**src/rtl/bav_pkg.sv**
```systemverilog
package bav_pkg;

    typedef enum logic [1:0] {
        OP_READ     = 2'd0,
        OP_WRITE    = 2'd1,
        OP_RDLOCK   = 2'd2,
        OP_WRUNLOCK = 2'd3
    } bav_op_e;

endpackage

```
**src/rtl/bav_gate.sv**
```systemverilog
// Screens one incoming command against bank availability and lock ownership.
module bav_gate
    import bav_pkg::*;
#(
    parameter int NBANK = 16,
    parameter int SRCW  = 4,
    localparam int BW   = $clog2(NBANK)
) (
    input  logic                   cmd_valid,
    input  logic [BW-1:0]          cmd_bank,
    input  bav_op_e                cmd_op,
    input  logic [SRCW-1:0]        cmd_src,
    input  logic [NBANK-1:0]       avl_vec,
    input  logic [NBANK-1:0]       lock_vec,
    input  logic [NBANK*SRCW-1:0]  owner_flat,
    input  logic                   pend_valid,
    input  logic [BW-1:0]          pend_bank,
    output logic                   accept,
    output logic                   reject
);

    logic            blocked;
    logic            unlock_ok;
    logic [SRCW-1:0] owner;

    always_comb begin
        owner     = owner_flat[32'(cmd_bank)*SRCW +: SRCW];
        blocked   = !avl_vec[cmd_bank] || (pend_valid && (pend_bank == cmd_bank));
        unlock_ok = (cmd_op == OP_WRUNLOCK) && lock_vec[cmd_bank] && (owner == cmd_src);
        accept    = cmd_valid && (!blocked || unlock_ok);
        reject    = cmd_valid && !accept;
    end

endmodule

```
**src/rtl/bav_slice.sv**
```systemverilog
// State of one bank: availability, release conditions and lock owner.
module bav_slice
    import bav_pkg::*;
#(
    parameter int SRCW = 4
) (
    input  logic            clk,
    input  logic            rst_n,
    input  logic            apply,
    input  bav_op_e         op,
    input  logic [SRCW-1:0] src,
    input  logic            hold_fall,
    input  logic            done,
    output logic            avl,
    output logic            locked,
    output logic [SRCW-1:0] owner
);

    typedef struct packed {
        logic            avl;
        logic            busy;
        logic            posted;
        logic            seen;
        logic            locked;
        logic [SRCW-1:0] owner;
    } slice_st_t;

    slice_st_t st_d, st_q;

    always_comb begin
        st_d = st_q;
        if (apply) begin
            st_d.avl    = 1'b0;
            st_d.busy   = 1'b1;
            st_d.posted = 1'b0;
            st_d.seen   = 1'b0;
            if (op == OP_RDLOCK) begin
                st_d.locked = 1'b1;
                st_d.owner  = src;
            end else if (op == OP_WRUNLOCK) begin
                st_d.locked = 1'b0;
            end
        end else if (st_q.busy) begin
            if (hold_fall) st_d.posted = 1'b1;
            if (done)      st_d.seen   = 1'b1;
            if (st_q.posted && st_q.seen && !st_q.locked) begin
                st_d.avl    = 1'b1;
                st_d.busy   = 1'b0;
                st_d.posted = 1'b0;
                st_d.seen   = 1'b0;
            end
        end
    end

    always_ff @(posedge clk) begin
        if (!rst_n) begin
            st_q        <= '0;
            st_q.avl    <= 1'b1;
        end else begin
            st_q        <= st_d;
        end
    end

    assign avl    = st_q.avl;
    assign locked = st_q.locked;
    assign owner  = st_q.owner;

endmodule

```
**src/rtl/bank_avail_tracker.sv**
```systemverilog
module bank_avail_tracker
    import bav_pkg::*;
#(
    parameter int NBANK = 16,
    parameter int SRCW  = 4,
    localparam int BW   = $clog2(NBANK)
) (
    input  logic             clk,
    input  logic             rst_n,
    input  logic             cmd_valid,
    input  logic [BW-1:0]    cmd_bank,
    input  logic [1:0]       cmd_op,
    input  logic [SRCW-1:0]  cmd_src,
    input  logic             hold,
    input  logic [NBANK-1:0] bank_done,
    output logic [NBANK-1:0] bank_avl,
    output logic             violation
);

    typedef struct packed {
        logic            s1_valid;
        logic [BW-1:0]   s1_bank;
        bav_op_e         s1_op;
        logic [SRCW-1:0] s1_src;
        logic            hold_prev;
        logic            viol;
    } top_st_t;

    top_st_t top_d, top_q;

    logic [NBANK-1:0]      lock_vec;
    logic [NBANK*SRCW-1:0] owner_flat;
    logic                  accept;
    logic                  reject;
    logic                  hold_fall;
    logic                  s1_valid;
    logic [BW-1:0]         s1_bank;

    bav_gate #(.NBANK(NBANK), .SRCW(SRCW)) gate_i (
        .cmd_valid (cmd_valid),
        .cmd_bank  (cmd_bank),
        .cmd_op    (bav_op_e'(cmd_op)),
        .cmd_src   (cmd_src),
        .avl_vec   (bank_avl),
        .lock_vec  (lock_vec),
        .owner_flat(owner_flat),
        .pend_valid(top_q.s1_valid),
        .pend_bank (top_q.s1_bank),
        .accept    (accept),
        .reject    (reject)
    );

    always_comb begin
        top_d           = top_q;
        top_d.s1_valid  = accept;
        top_d.s1_bank   = cmd_bank;
        top_d.s1_op     = bav_op_e'(cmd_op);
        top_d.s1_src    = cmd_src;
        top_d.hold_prev = hold;
        top_d.viol      = reject;
    end

    always_ff @(posedge clk) begin
        if (!rst_n) top_q <= '0;
        else        top_q <= top_d;
    end

    assign hold_fall = top_q.hold_prev && !hold;
    assign violation = top_q.viol;
    assign s1_valid  = top_q.s1_valid;
    assign s1_bank   = top_q.s1_bank;

    for (genvar b = 0; b < NBANK; b++) begin : g_bank
        bav_slice #(.SRCW(SRCW)) slice_i (
            .clk      (clk),
            .rst_n    (rst_n),
            .apply    (top_q.s1_valid && (top_q.s1_bank == BW'(b))),
            .op       (top_q.s1_op),
            .src      (top_q.s1_src),
            .hold_fall(hold_fall),
            .done     (bank_done[b]),
            .avl      (bank_avl[b]),
            .locked   (lock_vec[b]),
            .owner    (owner_flat[b*SRCW +: SRCW])
        );
    end

endmodule

```
**config.mk**
```make
export PLATFORM = sky130hd
export DESIGN_NAME = bank_avail_tracker
export DESIGN_NICKNAME = d
export VERILOG_FILES = /design/src/rtl/bav_pkg.sv /design/src/rtl/bav_gate.sv /design/src/rtl/bav_slice.sv /design/src/rtl/bank_avail_tracker.sv
export SDC_FILE = /design/constraint.sdc
export NUM_CORES = 1
export LEC_CHECK = 0
export BUFFER_PORTS_ARGS = -buffer_cell sky130_fd_sc_hd__buf_4
export CAP_MARGIN = 20
export CORE_MARGIN = 1
export CORE_UTILIZATION = 45
export CTS_CLUSTER_DIAMETER = 100
export CTS_CLUSTER_SIZE = 40
export DETAILED_ROUTE_END_ITERATION = 16
export GPL_TIMING_DRIVEN = 0
export PLACE_DENSITY = 0.69
export SYNTH_ARGS = -nofsm -noshare
export SYNTH_HDL_FRONTEND = slang
export SYNTH_HIERARCHICAL = 1
export SYNTH_SLANG_ARGS = --single-unit
```
**constraint.sdc**
```tcl
create_clock -name clk -period 2.9 [get_ports clk]
set_input_delay 0.145 -clock clk [delete_from_list [all_inputs] [get_ports clk]]
set_output_delay 0.145 -clock clk [all_outputs]
set_load 0.01 [all_outputs]
```
After elaboration in Yosys (flattened, before gate mapping)
Index checks and enable logic that the tools add are counted.
{"block": "word_totals", "ff_bits": 157, "inputBits": 30, "out_inout_bits": 17, "elab_cells": 434}
{"block": "classes", "order_cmp": 1, "n_eq_ne": 20, "shift": 1, "muxes": 71, "bitwise": 1, "reduce_logical": 238}
{"cell": "two-way mux 4 bit", "n": 48}
{"cell": "AND reduction 2 bit", "n": 80}
{"cell": "nonzero test 2 bit", "n": 65}
{"cell": "indexed part select 64 x 7 -> 4 bit", "n": 1}
{"cell": "logical AND 1 bit", "n": 54}
{"cell": "== test 4 bit, second input constant", "n": 8}
{"cell": "OR reduction 2 bit", "n": 16}
{"cell": "two-way mux 1 bit", "n": 21}
{"cell": "logical NOT 1 bit", "n": 20}
{"cell": "== test 4 x 3 -> 1 bit, second input constant", "n": 4}
{"cell": "binary-select mux 1 bit (select 4 bit)", "n": 2}
{"cell": "== test 4 x 2 -> 1 bit, second input constant", "n": 2}
{"cell": "== test 4 bit", "n": 2}
{"cell": "== test 2 bit, second input constant", "n": 3}
{"cell": "< comparator 4 x 5 -> 1 bit, second input constant", "n": 1}
{"cell": "== test 4 x 1 -> 1 bit, second input constant", "n": 1}
{"cell": "logical NOT 4 bit", "n": 1}
{"cell": "logical OR 1 bit", "n": 2}
{"cell": "NOT 1 bit", "n": 1}

Longest topological paths before layout
{"block": "logic_depth", "ltp_word": 9, "mapped_depth": 9}

By module
The synthesis kept the hierarchy.
{"module": "bav_slice", "instances": 16, "cells_per_inst": 40, "area_per_inst_um2": 397.9, "seq_area_each_um2": 180.2}
{"module": "bav_gate", "instances": 1, "cells_per_inst": 89, "area_per_inst_um2": 1034.7, "seq_area_each_um2": 0.0}
{"module": "bank_avail_tracker", "instances": 1, "cells_per_inst": 51, "area_per_inst_um2": 469.2, "seq_area_each_um2": 260.2}

Least setup slack after synthesis
Ideal clock, no wire load.
{"block": "synth_path", "path_type": "register -> register", "startpoint": "reg g_bank[13].slice_i.st_q (netlist bit g_bank[13].slice_i/owner[0])", "endpoint": "reg top_q (netlist bit violation)", "arrival_time_ns": 1.887, "required_ns": 2.785, "setup_slack_ns": 0.898, "path_stages_with_launch": 8, "path_buffers": 1, "path_cell_list": "dfxtp_1 buf_4 mux4_2 or4b_1 nand4_1 o21ai_1 o311a_1 and2_1"}
{"block": "synth_via", "elab_chain_len": 7}
{"item": "start, declared", "line_no": "bav_slice.sv:28", "text": "slice_st_t st_d, st_q;"}
{"item": "start signal, assigned", "line_no": "bav_slice.sv:60", "text": "st_q <= st_d;"}
{"item": "indexed part select 64 x 7 -> 4 bit", "line_no": "bav_gate.sv:27", "text": "owner = owner_flat[32'(cmd_bank)*SRCW +: SRCW];"}
{"item": "== test 4 bit", "line_no": "bav_gate.sv:29", "text": "unlock_ok = (cmd_op == OP_WRUNLOCK) && lock_vec[cmd_bank] && (owner == cmd_src);"}
{"item": "logical AND 1 bit", "line_no": "bav_gate.sv:29"}
{"item": "logical OR 1 bit", "line_no": "bav_gate.sv:30", "text": "accept = cmd_valid && (!blocked || unlock_ok);"}
{"item": "logical AND 1 bit", "line_no": "bav_gate.sv:30"}
{"item": "logical NOT 1 bit", "line_no": "bav_gate.sv:31", "text": "reject = cmd_valid && !accept;"}
{"item": "logical AND 1 bit", "line_no": "bav_gate.sv:31"}
{"item": "net reject", "line_no": "bank_avail_tracker.sv:34", "text": "logic reject;"}
{"item": "end signal, assigned", "line_no": "bank_avail_tracker.sv:65", "text": "else top_q <= top_d;"}
{"item": "end, declared", "line_no": "bank_avail_tracker.sv:29", "text": "top_st_t top_d, top_q;"}
The timed path passes the listed nets, and every way through them passes these cells.
A chain may end at the register's enable or synchronous reset.

Worst setup path after layout
{"block": "layout_path", "startpoint": "in cmd_bank[3]", "endpoint": "reg top_q (netlist bit violation)"}
{"block": "layout_via", "elab_chain_len": 9, "word_cells_on_any_way": 17, "classes_between": "2 x eq/ne; 1 x shift; 4 x mux; 10 x reduce/logical"}
{"item": "start, declared", "line_no": "bank_avail_tracker.sv:11", "text": "input logic [BW-1:0] cmd_bank,"}
{"item": "branches (longest 5 deep; another with indexed part select 64 x 7 -> 4 bit)"}
{"item": "logical OR 1 bit (*)", "line_no": "bav_gate.sv:30"}
{"item": "logical AND 1 bit (*)", "line_no": "bav_gate.sv:30"}
{"item": "logical NOT 1 bit (*)", "line_no": "bav_gate.sv:31"}
{"item": "logical AND 1 bit (*)", "line_no": "bav_gate.sv:31"}
{"item": "net reject", "line_no": "bank_avail_tracker.sv:34"}
Mark *: on every way through the listed nets, which the timed path passes. The select of a mux whose other input is x is not followed.

==> impl_metrics.tcl <==
set metrics [dict create \
    irDropWorstVdd_mv 0.438 \
    via_count 5814 \
    cts_root_buffer "clkbuf_16" \
    drc 0 \
    initial_core_util_pct 46.8 \
    grt_setup_unrepaired "false" \
    num_io_pins 47 \
    status "complete, no violations" \
    grt_pass1_wl_um 30000 \
    postSynthAreaPerCell_um2 10.1 \
    die_w_um 134 \
    yosysWarnings 6 \
    worst_setup_path_end_kind "register" \
    cts_resized 0 \
    grt_overflow 0 \
    synth-seq-cells 157 \
    final_layout_size_suffix_gt1_share_pct 27.3 \
    cp_data_required_time_ps 3220 \
    wl_um 18700 \
    yosys.area.top_type "dfxtp_1" \
    drv_slew 0 \
    post-cts-setup-buffers 0 \
    htreeDepth 4 \
    tns_ps 0 \
    place_hpwl_um 12800 \
    synth_area_leaders "dfxtp_1, mux2i_1, nand2_1" \
    clkTransAtPathRegs_ps 60 \
    finalClockSkew_ps 7.47 \
    grt_pass1_vias 5527 \
    grt_max_degree 85 \
    clock_latency_ps 430 \
    die_area_mm2 0.0180 \
    ys.flop_type "dfxtp_1" \
    p_total_mw 4.88 \
    min_period_ps 2570 \
    final_common_cell "dfxtp_1" \
    placed_area_mm2 0.00851 \
    vias_per_cell 5.34 \
    max_slew_margin_pct 25.7 \
    fin_util_pct 54.9 \
    path_class "primary input to register" \
    max_freq_mhz 389 \
    cap_violations 0 \
    cts_tree "built" \
    worstSetupStartpointType "primary input" \
    cts_sinks 157 \
    cts_buffers 17 \
    synth_cell_types 47 \
    wl_per_cell_um 17.2 \
    nets 887 \
    first_pass_iters 5 \
    power.density_mw_per_mm2 529 \
    cp.arrival_ps 2890 \
    fp.dieH_um 134 \
    final_cell_mix "dfxtp_1, nand2_1, buf_4, mux2i_1" \
    antennaDiodeCount 0 \
    cts_hold_buf 11 \
    grt.total_usage_pct 21.9 \
    finalHoldViolCount 0 \
    drt_iter0_drc 436 \
    antenna_found_initial 0 \
    hp-class "primary input to register" \
    tightest_slew_ps 1110 \
    crit_fanout 10 \
    gp_congestion 0.866 \
    async_reset_ff_share_pct 0 \
    fin_crit_sh_pct 88.6 \
    clockBufferDepth 2 \
    synth_edf_count 0 \
    synth_nets 810 \
    placeableCoreArea_mm2 0.0168 \
    syn_inst 780 \
    netlist.area_leader.share_pct 39.9 \
    p_leak_nw 3.53 \
    fillers 1532 \
    netlist_area_mm2 0.00787 \
    finalInstanceArea_mm2 0.00924 \
    setup_viol 0 \
    ant_nets 0 \
    port_buffers 46 \
    row_count 47 \
    ys_seq_area_share_pct 39.9 \
    area_growth_pct 17.4 \
]
## sequential cells by signal, summed over array words and instances, names as in the netlist
| register | cells |
|---|---|
| s1_valid | 1 |
| g_bank.slice_i/owner | 64 |
| g_bank.slice_i/avl | 16 |
| s1_bank | 4 |
| top_q | 7 |
| g_bank.slice_i/st_q | 48 |
| violation | 1 |
| g_bank.slice_i/locked | 16 |
## worst paths after layout
path,startpoint,to,slack (ps),cells after the start
worst max-delay path,cmd_bank[3],violation,330,9
worst min-delay path,bank_done[12],g_bank[12].slice_i/st_q[5],50,3
worst max register to register,g_bank[1].slice_i/owner[0],violation,670,7
worst min register to register,g_bank[14].slice_i/owner[2],g_bank[14].slice_i/owner[2],460,2
## per-stage QoR
stage	std cells	setup slack, ps	hold WS (ps)
floorplan	780	898	267
global placement	1046	512	364
detailed placement	1047	509	367
CTS	1088	411	41.9
global route	1088	279	60.0
finish	1088	331	54.1
## power breakdown
| group | switching (mW) | leakage, nW | total [mW] | internal [mW] |
|---|---|---|---|---|
| Clock | 0.857 | 0.304 | 2.39 | 1.54 |
| Sequential | 0.0474 | 1.27 | 2.22 | 2.18 |
| Combinational | 0.146 | 1.96 | 0.267 | 0.121 |
## cells in the mapped netlist (2+ instances only)
cell type and number:
a21boi_0 16, a21oi_1 32, a2bb2oi_1 16, and2_1 13
and3b_1 16, and4b_4 16, and4bb_2 16, buf_2 21
buf_4 64, buf_6 18, dfxtp_1 157, mux2_2 2
mux2i_1 82, mux4_2 21, nand2_1 134, nand2b_1 20
nand3_1 3, nand3b_1 2, nand4_1 2, nor2_1 31
nor2b_1 4, nor3_1 3, nor4b_1 32, o21a_1 16
o21ai_0 16, xor2_1 6
## logic make-up (layout without fill, tap and decap cells)
kind of cell           after synthesis  in the layout  synth area share [%]
AO/OA/AOI/OAI                      104            104                  8.76
XOR/XNOR                             7              7                 0.779
buffers and inverters              108            196                  10.5
flip-flops                         157            157                  39.9
multiplexers                       107            107                  17.2
AND/OR/NAND/NOR                    297            297                  22.8
## layer usage
layer | wire (um) | track usage, % | vias to the layer above | share of wire [%]
met5 | 0 | 0 | - | 0
met1 | 8840 | 30.4 | 2790 | 47
met3 | 1030 | 4.84 | 21 | 5.5
met4 | 348 | 7.68 | 0 | 1.9
met2 | 8460 | 33.4 | 138 | 45
li1 | - | - | 2865 | -
## critical path, cell delays in order
cell           delay, ps
dlygate4sd3_1        520
buf_4                140
buf_1                460
mux4_2               410
or4b_1               480
nand4_1              130
o21ai_1               80
o311a_1              350
and2_1               170
## area by class of cell
cell class / count / area [um^2] / share of cell area (%)
sequential: 157 / 3140 / 34.0
tap: 220 / 275 / 2.98
inverter: 2 / 7.51 / 0.0813
multi-input combinational: 515 / 3910 / 42.3
timing repair buffer: 58 / 470 / 5.09
clock buffer: 22 / 454 / 4.92
buffer: 106 / 816 / 8.83
clock inverter: 8 / 165 / 1.79
No activity file was read; power rests on OpenSTA's default activity.
